==> config.mk <==
export PLATFORM = sky130hd
export DESIGN_NAME = ipm_prio_ctrl
export DESIGN_NICKNAME = d
export VERILOG_FILES = /design/src/rtl/ipm_pkg.sv /design/src/rtl/ipm_op_sel.sv /design/src/rtl/ipm_lowest_set.sv /design/src/rtl/ipm_level_table.sv /design/src/rtl/ipm_prio_ctrl.sv
export SDC_FILE = /design/constraint.sdc
export NUM_CORES = 2
export LEC_CHECK = 0
export BUFFER_PORTS_ARGS = -buffer_cell sky130_fd_sc_hd__buf_2
export CORE_UTILIZATION = 33
export CTS_CLUSTER_SIZE = 16
export DETAILED_ROUTE_END_ITERATION = 8
export PLACE_DENSITY = 0.58
export SLEW_MARGIN = 25
export SYNTH_ARGS = -nofsm -noshare
export SYNTH_HDL_FRONTEND = slang
export SYNTH_SLANG_ARGS = --single-unit
==> constraint.sdc <==
create_clock -name clk -period 4.55 [get_ports clk]
set_input_delay 1.365 -clock clk [delete_from_list [all_inputs] [get_ports clk]]
set_output_delay 1.365 -clock clk [all_outputs]
set_load 0.02 [all_outputs]
==> src/rtl/ipm_pkg.sv <==
package ipm_pkg;

  // request served in a cycle, in decreasing precedence
  typedef enum logic [2:0] {
    OP_NONE = 3'd0,
    OP_CFG  = 3'd1,
    OP_EOI  = 3'd2,
    OP_ACC  = 3'd3,
    OP_MSK  = 3'd4
  } ipm_op_e;

endpackage

==> src/rtl/ipm_op_sel.sv <==
module ipm_op_sel
  import ipm_pkg::*;
(
  input  logic    cfg_req_i,
  input  logic    eoi_req_i,
  input  logic    acc_req_i,
  input  logic    msk_req_i,
  output ipm_op_e op_o
);

  always_comb begin
    if (cfg_req_i)      op_o = OP_CFG;
    else if (eoi_req_i) op_o = OP_EOI;
    else if (acc_req_i) op_o = OP_ACC;
    else if (msk_req_i) op_o = OP_MSK;
    else                op_o = OP_NONE;
  end

endmodule

==> src/rtl/ipm_lowest_set.sv <==
module ipm_lowest_set #(
  parameter int W  = 32,
  parameter int IW = 5
) (
  input  logic [W-1:0]  vec_i,
  output logic          any_o,
  output logic [IW-1:0] idx_o
);

  logic [W:0]   seen;
  logic [W-1:0] first;

  assign seen[0] = 1'b0;

  for (genvar i = 0; i < W; i++) begin : g_scan
    assign first[i]  = vec_i[i] & ~seen[i];
    assign seen[i+1] = seen[i] | vec_i[i];
  end

  assign any_o = seen[W];

  // encode the one-hot winner
  always_comb begin
    idx_o = '0;
    for (int i = 0; i < W; i++) begin
      if (first[i]) idx_o = idx_o | IW'(i);
    end
  end

  // the chosen bit is set and nothing below it is
  always_comb begin
    if (any_o) begin
      p_lowest_pick_r6: assert (vec_i[idx_o] &&
                                ((vec_i & ((W'(1) << idx_o) - W'(1))) == '0))
        else $error("lowest-set selector returned a wrong index");
    end
  end

endmodule

==> src/rtl/ipm_level_table.sv <==
module ipm_level_table #(
  parameter int NL = 32,
  parameter int NV = 16,
  parameter int LW = 4,
  parameter int IW = 5
) (
  input  logic          clk,
  input  logic          rst,
  input  logic          wr_en,
  input  logic [IW-1:0] wr_line,
  input  logic          wr_set,
  input  logic [LW-1:0] wr_prio,
  input  logic [IW-1:0] rd_line,
  output logic [LW-1:0] rd_prio,
  output logic [NL-1:0] rd_mask,
  input  logic [LW-1:0] lvl_b,
  output logic [NL-1:0] mask_b
);

  logic [NL-1:0] lvl_mask_q [NV];
  logic [LW-1:0] prio_q     [NL];

  // per-line priority, one entry written per cycle
  always_ff @(posedge clk) begin
    if (rst) begin
      for (int i = 0; i < NL; i++) prio_q[i] <= '0;
    end else if (wr_en && wr_set) begin
      prio_q[wr_line] <= wr_prio;
    end
  end

  // one mask row per level; an enable fills levels at and above its priority
  for (genvar k = 0; k < NV; k++) begin : g_lvl
    always_ff @(posedge clk) begin
      if (rst) begin
        lvl_mask_q[k] <= '0;
      end else if (wr_en) begin
        if (!wr_set)
          lvl_mask_q[k][wr_line] <= 1'b0;
        else if (LW'(k) >= wr_prio)
          lvl_mask_q[k][wr_line] <= 1'b1;
      end
    end

    // an enable reaches every level from its priority upward
    p_fill_up_r2: assert property (@(posedge clk) disable iff (rst)
      (wr_en && wr_set && (wr_prio <= LW'(k))) |=> lvl_mask_q[k][$past(wr_line)])
      else $error("enable write missed a level");

    // a disable removes the line from every level
    p_clear_all_r3: assert property (@(posedge clk) disable iff (rst)
      (wr_en && !wr_set) |=> !lvl_mask_q[k][$past(wr_line)])
      else $error("disable write left a level bit");

    if (k < NV - 1) begin : g_nest
      // lower levels always nest inside higher ones
      p_nested_r12: assert property (@(posedge clk) disable iff (rst)
        (lvl_mask_q[k] & ~lvl_mask_q[k+1]) == '0)
        else $error("level masks are not nested");
    end
  end

  assign rd_prio = prio_q[rd_line];
  assign rd_mask = lvl_mask_q[rd_prio];
  assign mask_b  = lvl_mask_q[lvl_b];

endmodule

==> src/rtl/ipm_prio_ctrl.sv <==
module ipm_prio_ctrl
  import ipm_pkg::*;
#(
  parameter int N_LINES  = 32,
  parameter int N_LEVELS = 16,
  localparam int LVL_W   = $clog2(N_LEVELS),
  localparam int IDX_W   = $clog2(N_LINES),
  localparam int CFG_W   = IDX_W + 1
) (
  input  logic               clk,
  input  logic               rst,
  input  logic [N_LINES-1:0] irq_raw,
  input  logic               cfg_valid,
  input  logic [CFG_W-1:0]   cfg_line,
  input  logic               cfg_enable,
  input  logic [LVL_W-1:0]   cfg_prio,
  input  logic               msk_valid,
  input  logic [IDX_W-1:0]   msk_line,
  input  logic               msk_open,
  input  logic               acc_req,
  input  logic               eoi_valid,
  input  logic [LVL_W-1:0]   eoi_token,
  output logic               acc_done,
  output logic               acc_hit,
  output logic [IDX_W-1:0]   acc_line,
  output logic [LVL_W-1:0]   acc_token,
  output logic               cfg_err,
  output logic               irq_pend,
  output logic [N_LINES-1:0] line_en,
  output logic [LVL_W-1:0]   cur_level
);

  ipm_op_e op;

  logic [N_LINES-1:0] en_q, en_d;
  logic [N_LINES-1:0] set_q, set_d;
  logic [LVL_W-1:0]   lvl_q, lvl_d;
  logic [N_LINES-1:0] status;
  logic               any_pend;
  logic [IDX_W-1:0]   first_idx;
  logic               cfg_ok;
  logic [IDX_W-1:0]   cfg_idx;
  logic [N_LINES-1:0] cfg_bit, msk_bit;
  logic [LVL_W-1:0]   win_prio;
  logic [N_LINES-1:0] win_mask, eoi_mask;
  logic               tbl_wr;

  assign status  = irq_raw & en_q;
  assign cfg_ok  = cfg_line < CFG_W'(N_LINES);
  assign cfg_idx = cfg_line[IDX_W-1:0];
  assign cfg_bit = N_LINES'(1) << cfg_idx;
  assign msk_bit = N_LINES'(1) << msk_line;
  assign tbl_wr  = (op == OP_CFG) && cfg_ok;

  ipm_op_sel u_sel (
    .cfg_req_i (cfg_valid),
    .eoi_req_i (eoi_valid),
    .acc_req_i (acc_req),
    .msk_req_i (msk_valid),
    .op_o      (op)
  );

  ipm_lowest_set #(.W(N_LINES), .IW(IDX_W)) u_pick (
    .vec_i (status),
    .any_o (any_pend),
    .idx_o (first_idx)
  );

  ipm_level_table #(.NL(N_LINES), .NV(N_LEVELS), .LW(LVL_W), .IW(IDX_W)) u_tbl (
    .clk     (clk),
    .rst     (rst),
    .wr_en   (tbl_wr),
    .wr_line (cfg_idx),
    .wr_set  (cfg_enable),
    .wr_prio (cfg_prio),
    .rd_line (first_idx),
    .rd_prio (win_prio),
    .rd_mask (win_mask),
    .lvl_b   (eoi_token),
    .mask_b  (eoi_mask)
  );

  // next-state of enable register, enabled set and level
  always_comb begin
    en_d  = en_q;
    set_d = set_q;
    lvl_d = lvl_q;
    unique case (op)
      OP_CFG: begin
        if (cfg_ok) begin
          if (cfg_enable) begin
            en_d  = en_q  | cfg_bit;
            set_d = set_q | cfg_bit;
          end else begin
            en_d  = en_q  & ~cfg_bit;
            set_d = set_q & ~cfg_bit;
          end
        end
      end
      OP_EOI: begin
        lvl_d = eoi_token;
        en_d  = en_q | (set_q & ~eoi_mask);
      end
      OP_ACC: begin
        if (any_pend) begin
          lvl_d = win_prio;
          en_d  = en_q & ~win_mask;
        end
      end
      OP_MSK: begin
        en_d = msk_open ? (en_q | msk_bit) : (en_q & ~msk_bit);
      end
      default: ;
    endcase
  end

  always_ff @(posedge clk) begin
    if (rst) begin
      en_q      <= '0;
      set_q     <= '0;
      lvl_q     <= '0;
      acc_done  <= 1'b0;
      acc_hit   <= 1'b0;
      acc_line  <= '0;
      acc_token <= '0;
      cfg_err   <= 1'b0;
      irq_pend  <= 1'b0;
    end else begin
      en_q     <= en_d;
      set_q    <= set_d;
      lvl_q    <= lvl_d;
      acc_done <= (op == OP_ACC);
      cfg_err  <= (op == OP_CFG) && !cfg_ok;
      irq_pend <= |status;
      if (op == OP_ACC) begin
        acc_hit   <= any_pend;
        acc_line  <= any_pend ? first_idx : '0;
        acc_token <= lvl_q;
      end
    end
  end

  assign line_en   = en_q;
  assign cur_level = lvl_q;

  // rejected write flags an error and leaves state alone
  p_reject_r4: assert property (@(posedge clk) disable iff (rst)
    (cfg_valid && !cfg_ok) |=> (cfg_err && $stable(line_en) && $stable(cur_level)))
    else $error("rejected configuration changed state");

  // an empty accept reports a miss and keeps the level
  p_miss_r5: assert property (@(posedge clk) disable iff (rst)
    ((op == OP_ACC) && (status == '0)) |=> (acc_done && !acc_hit && $stable(cur_level)))
    else $error("empty accept misbehaved");

  // a hit closes its own line and hands back the previous level
  p_hit_r7: assert property (@(posedge clk) disable iff (rst)
    ((op == OP_ACC) && (status != '0)) |=>
      (acc_hit && !line_en[acc_line] && acc_token == $past(cur_level)))
    else $error("accept did not close line or return token");

  // end-of-interrupt installs its token as the level
  p_eoi_level_r8: assert property (@(posedge clk) disable iff (rst)
    (eoi_valid && !cfg_valid) |=> cur_level == $past(eoi_token))
    else $error("end-of-interrupt did not restore level");

  // a configuration write pre-empts an accept in the same cycle
  p_cfg_first_r10: assert property (@(posedge clk) disable iff (rst)
    cfg_valid |=> !acc_done)
    else $error("accept served alongside configuration");

endmodule

# --- Word-level counts from Yosys, hierarchy flattened ---
# Memory sizes are Yosys's and may differ from the RTL's.
# Cells that the tools add are included.
classes:
  order_cmp: 19
  eq_ne: 6
  shifts: 2
  mux: 1183
  bitwise_logic: 1131
  n_reduce_logical: 13
op_table:
  columns: ["operator", "n"]
  rows:
  - ["$mux W1", 1101]
  - ["$or A1 B1 Y1", 1055]
  - ["$mux W32", 30]
  - ["$and A32 B32 Y32", 6]
  - ["$not A32 Y32", 4]
  - ["$or A32 B32 Y32", 4]
  - ["$pmux W32 S4", 1]
  - ["$mux W5", 20]
  - ["$shl A1 B5 Y32 const A", 2]
  - ["$mux W4", 13]
  - ["$mux W3", 14]
  - ["$ge A4 B4 Y1 const A", 8]
  - ["$reduce_or A32 Y1", 1]
  - ["$and A1 B1 Y1", 31]
  - ["$not A1 Y1", 31]
  - ["$ge A3 B4 Y1 const A", 4]
  - ["$ge A1 B4 Y1 const A", 2]
  - ["$ge A2 B4 Y1 const A", 2]
  - ["$pmux W4 S2", 1]
  - ["$eq A3 B2 Y1 const B", 2]
  - ["$lt A5 B6 Y1 const B", 1]
  - ["$lt A6 B6 Y1 const B", 1]
  - ["$demux W1 S5", 1]
  - ["$ge A5 B1 Y1 const B", 1]
  - ["other kinds (11)", 18]
totals:
  register_bits: 81
  mem_bits_rw: 640
  input_bits: 59
  output_inout_bits: 49
  word_cells: 2365
  memories: 2
mem_list:
  columns: ["memory", "depth", "word_bits", "rd", "rd_ports_with_merged_regs", "write_ports", "line", "rtl"]
  rows:
  - ["u_tbl.lvl_mask_q", 16, 32, 2, 0, 16, "ipm_level_table.sv:20", "logic [NL-1:0] lvl_mask_q [NV];"]
  - ["u_tbl.prio_q", 32, 4, 1, 0, 32, "ipm_level_table.sv:21", "logic [LW-1:0] prio_q [NL];"]

# --- Depth between registers and ports, before layout ---
# An unclocked memory read counts as a cell.
logic_depth:
  depth_word: 41
  depth_mapped: 17
  ltp_nobuf: 13

# --- Hierarchy ---
# From an unflattened synthesis, not the netlist that was laid out.
unflattened:
  cells_unflattened: 4264
  hier_area_um2: 42602.1
modules_own_cells:
  columns: ["mod", "instances", "cells_per_inst", "area_per_inst_um2", "seq_area_each_um2"]
  rows:
  - ["ipm_level_table", 1, 3476, 37028.0, 19218.4]
  - ["ipm_prio_ctrl", 1, 712, 5133.7, 1621.6]
  - ["ipm_lowest_set", 1, 71, 405.4, 0.0]
  - ["ipm_op_sel", 1, 5, 35.0, 0.0]

# --- Least setup slack after synthesis ---
# No wires, ideal clock.
synth_path:
  kind: "input -> register"
  from: "input irq_raw[7]"
  to: "register with a tool-made name"
  setup_ns: 0.096
  arrival_time_ns: 4.736
  required_ns: 4.454
  setup_slack_ns: -0.282
  cell_stages: 14
  n_path_buf: 3
  cell_sequence: "a22o_1 -> or4_4 -> nor4_1 -> a211oi_2 -> o211ai_2 -> buf_2 -> a311oi_1 -> a311o_1 -> o22ai_2 -> buf_6 -> buf_2 -> mux2i_1 -> o221ai_1 -> o41ai_2"
synth_rtl:
  columns: ["item", "line", "rtl"]
  rows:
  - ["start, declared", "ipm_prio_ctrl.sv:12", "input logic [N_LINES-1:0] irq_raw,"]

==> metrics.log <==
INFO  metric status = finished, violations left
INFO  metric violations = setup timing
INFO  metric worst_hold_startpoint = acc_token[0]
INFO  metric syn_nets = 3957
INFO  metric endpoint_arrival_time_on_the_critical_path = 5.51 ns
INFO  metric stdcell_count = 5805
INFO  metric cp-end-kind = register
INFO  metric power.share.sequential = 0.288
INFO  metric synth-edff-count = 640
INFO  metric dr.pass1.iters = 6
INFO  metric synth.lib_cells_used.distinct = 79
INFO  metric drt.antenna.violating_nets = 0
INFO  metric hold_viol_final = 0
INFO  metric drv_cap = 0
INFO  metric dp_cells = 5554
INFO  metric via_per_inst = 6.08
INFO  metric leakage = 19.4 nW
INFO  metric cp_max_fo = 5
INFO  metric critical_path_class = input pin to register
INFO  metric clkSinkCount = 721
INFO  metric globalRoute.totalOverflow = 0
INFO  metric drt_first_iter_violations = 5024
INFO  metric floorplan.io_pins = 108
INFO  metric ff2ff_path_depth = 22
INFO  metric timing_max_transition_violations_final = 0
INFO  metric synth_sequential_area_ratio = 0.499
INFO  metric period_utilization_post_route = 1.09
INFO  metric via_count_of_the_first_global_routing_pass = 33300
INFO  metric chipWidth = 358 um
INFO  metric ys_dominant_reg_cell = edfxtp_1
INFO  metric worst_slew_margin_relative_to_its_limit = 0.406
INFO  metric clock_edge_transition_at_the_registers_on_the_reported_setup_and_hold_paths = 0.07 ns
INFO  metric achievable-frequency = 0.202 GHz
INFO  metric pin_count_of_the_biggest_net_entering_global_routing = 72
INFO  metric timing.final.setup_violations = 32
INFO  metric worst_ep_required_time = 5.10 ns
INFO  metric yosys.area.top_type = edfxtp_1
INFO  metric fraction_of_power_spent_switching_nets = 0.351
INFO  metric insertion_delay = 0.67 ns
INFO  metric cts_buffers = 82
INFO  metric synth-seq-cells = 721
INFO  metric worst_ir_drop_vdd = 0.000366 V
INFO  metric internal-power = 17.9 mW
INFO  metric die_height = 358 um
INFO  metric pwr-share-clk = 0.245
INFO  metric gp_congestion = 1.01
INFO  metric syn_inst = 3898
INFO  metric finalWirelength = 165 mm
INFO  metric htree_num_levels = 3
INFO  metric pwr_density_cell = 537 nW/um^2
INFO  metric netlist_area = 41800 sq um
INFO  metric synth.top_cells.by_count = edfxtp_1 (640), nor2_1 (583), o21ai_0 (482)
INFO  metric crit_chain = buf_8, a22o_4, or4_4, nor4_4, a211oi_4, o211ai_4, buf_6, buf_6, buf_4, buf_4, buf_4, nand2_2, nand3_2, a21oi_4, buf_6, o31a_1, buf_6, nand3_4, buf_12, buf_16, buf_12, o211ai_1, o41ai_1
INFO  metric number_of_antenna_violations_at_the_first_check_in_global_routing = 6
INFO  metric ys.warnings.count = 0
INFO  metric cts_tree = yes
INFO  metric finalClockSkew = 0.0331 ns
INFO  metric ys_top_cells_by_area = edfxtp_1 (46%), mux4_2 (8.7%), mux2i_1 (7.5%)
INFO  metric placement_rows = 130
INFO  metric hpwlAfterDp = 107 mm
INFO  metric area_added_between_synthesis_and_finish = 22.7%
INFO  metric final_layout_size_suffix_gt1_frac = 0.270
INFO  metric detail_route.drc_violations = 0
INFO  metric yosysMostFrequentCell = edfxtp_1
INFO  metric grt_usage = 0.250
INFO  metric r2r_setup_slack = -0.22 ns
INFO  metric holdPathStages = 2
INFO  metric worst-slew-pin-transition = 0.892 ns
INFO  metric post_drt_wl_per_cell = 28.4 um
INFO  metric min_delay_worst_endpoint = acc_token[0]
INFO  metric post-route-worst-setup-slack = -0.411 ns
INFO  metric syn_area_per_cell = 10.7 sq um
INFO  metric initial_utilization = 0.333
INFO  metric crit_path_frequent_cell = buf_6
INFO  metric comb_power_share = 0.467
INFO  metric critical_path.startpoint_type = input pin
INFO  metric net_switching_power = 9.66 mW
INFO  metric grt_first_pass_wirelength = 234 mm
INFO  metric synth_top_cell_area_share = 0.460
INFO  metric io_buffers = 107
INFO  metric critical_path.top_delay_family = compound AO/OA/AOI/OAI gates
INFO  metric holdCritPathClass = register to register
INFO  metric clockBufferDepth = 3
INFO  metric grt_setup_unrepaired = true
INFO  metric design.die.area = 128000 sq um
INFO  metric cts.root.buffer_cell = clkbuf_16
INFO  metric post-place-ws = -1.42 ns
INFO  metric worst_path_largest_cell_delay = 0.66 ns
INFO  metric worst_path_max_delay_cell = or4_4
INFO  metric ctsHoldBuffers = 0
INFO  metric n_antenna_cell = 0
INFO  metric worstPathBufferInverterCount = 11
INFO  metric core_area = 126000 sq um
INFO  metric async_reset_ff_frac = 0
INFO  metric finalNetCount = 4149
INFO  metric fin_crit = 4.96 ns
INFO  metric routed-via-count = 35300
metrics by stage:
step | TNS [ns] | cell area, sq um | hold WS (ns) | util | power, mW
2_1_floorplan | -5.05 | 41900 | 0.433 | - | 13.3
3_3_place_gp | -45.03 | 46000 | 0.438 | 0.366 | 16.8
3_5_place_dp | -44.09 | 46000 | 0.445 | 0.366 | 16.8
4_1_cts | -3.18 | 50600 | 0.455 | 0.403 | 26.4
5_1_grt | -9.80 | 51300 | 0.471 | 0.408 | 28.1
6_report | -9.18 | 51300 | 0.453 | 0.408 | 27.5
tightest hold or removal path, cell delays in order, from the launching register on:
cell and delay (ns):
dfxtp_1 0.30, nand2_1 0.05, a21oi_1 0.05
power groups by stage:
stage	logic (mW)	registers, mW	clock network [mW]
after floorplan	5.41	7.94	0
after global placement	8.75	8.02	0
after detailed placement	8.79	8.02	0
after CTS	11.8	7.90	6.76
after global routing	13.1	7.96	7.01
final	12.9	7.93	6.73
layer usage:
| layer | GRT usage | vias up | part of all wire |
|---|---|---|---|
| met5 | 0 | - | 0 |
| met4 | 0.0919 | 0 | 0.039 |
| met3 | 0.0554 | 397 | 0.12 |
| met2 | 0.385 | 2352 | 0.44 |
| met1 | 0.344 | 17700 | 0.39 |
| li1 | - | 14900 | - |
kinds of logic after synthesis:
family	after synthesis	synth area share
and+or+nand+nor	1204	0.129
AOI/OAI and AO/OA	942	0.148
DFF	721	0.499
muxes	519	0.174
buffers and inverters	512	0.0501
flip-flops by register name, summed over array words and instances (netlist names), named ones only:
name              flops
acc_token             4
cur_level             4
acc_done              1
acc_line              5
irq_pend              1
acc_hit               1
u_tbl.lvl_mask_q    512
cfg_err               1
u_tbl.prio_q        128
repair_timing:
item	CTS	global route
endpoints found under the setup margin	34	33
setup buffers	58	30
endpoints found under the hold margin	0	0
resized for setup	188	100
gates cloned	22	4
pin swaps	52	44
placed cells by master (no fill, tap or decap), types with 88 or more instances in the layout:
cell,netlist,layout
a21oi_1,116,115
and3_1,135,132
buf_2,26,96
buf_4,13,311
clkbuf_16,0,88
edfxtp_1,640,640
mux2i_1,315,235
mux4_2,162,162
nand2_1,262,257
nor2_1,583,577
o21ai_0,482,482
final cells by class:
class / count / area (sq um)
clock buffer: 109 / 2270
clock inverter: 40 / 380
fill: 12000 / 74300
inverter: 68 / 255
multi-input combinational: 2665 / 19900
sequential: 721 / 20800
tap: 1650 / 2060
timing repair buffer: 552 / 5560
worst max-delay path by stage:
stage,from,endpoint,slack [ns],depth (start not counted)
final,irq_raw[5],register,-0.41,23
after global routing,irq_raw[5],register,-0.37,18
after CTS,irq_raw[5],register,-0.16,18
after detailed placement,irq_raw[5],register,-1.42,17
after global placement,irq_raw[5],register,-1.46,17
after floorplan,irq_raw[1],register,-0.17,16
No activity file was read; power rests on OpenSTA's default activity.
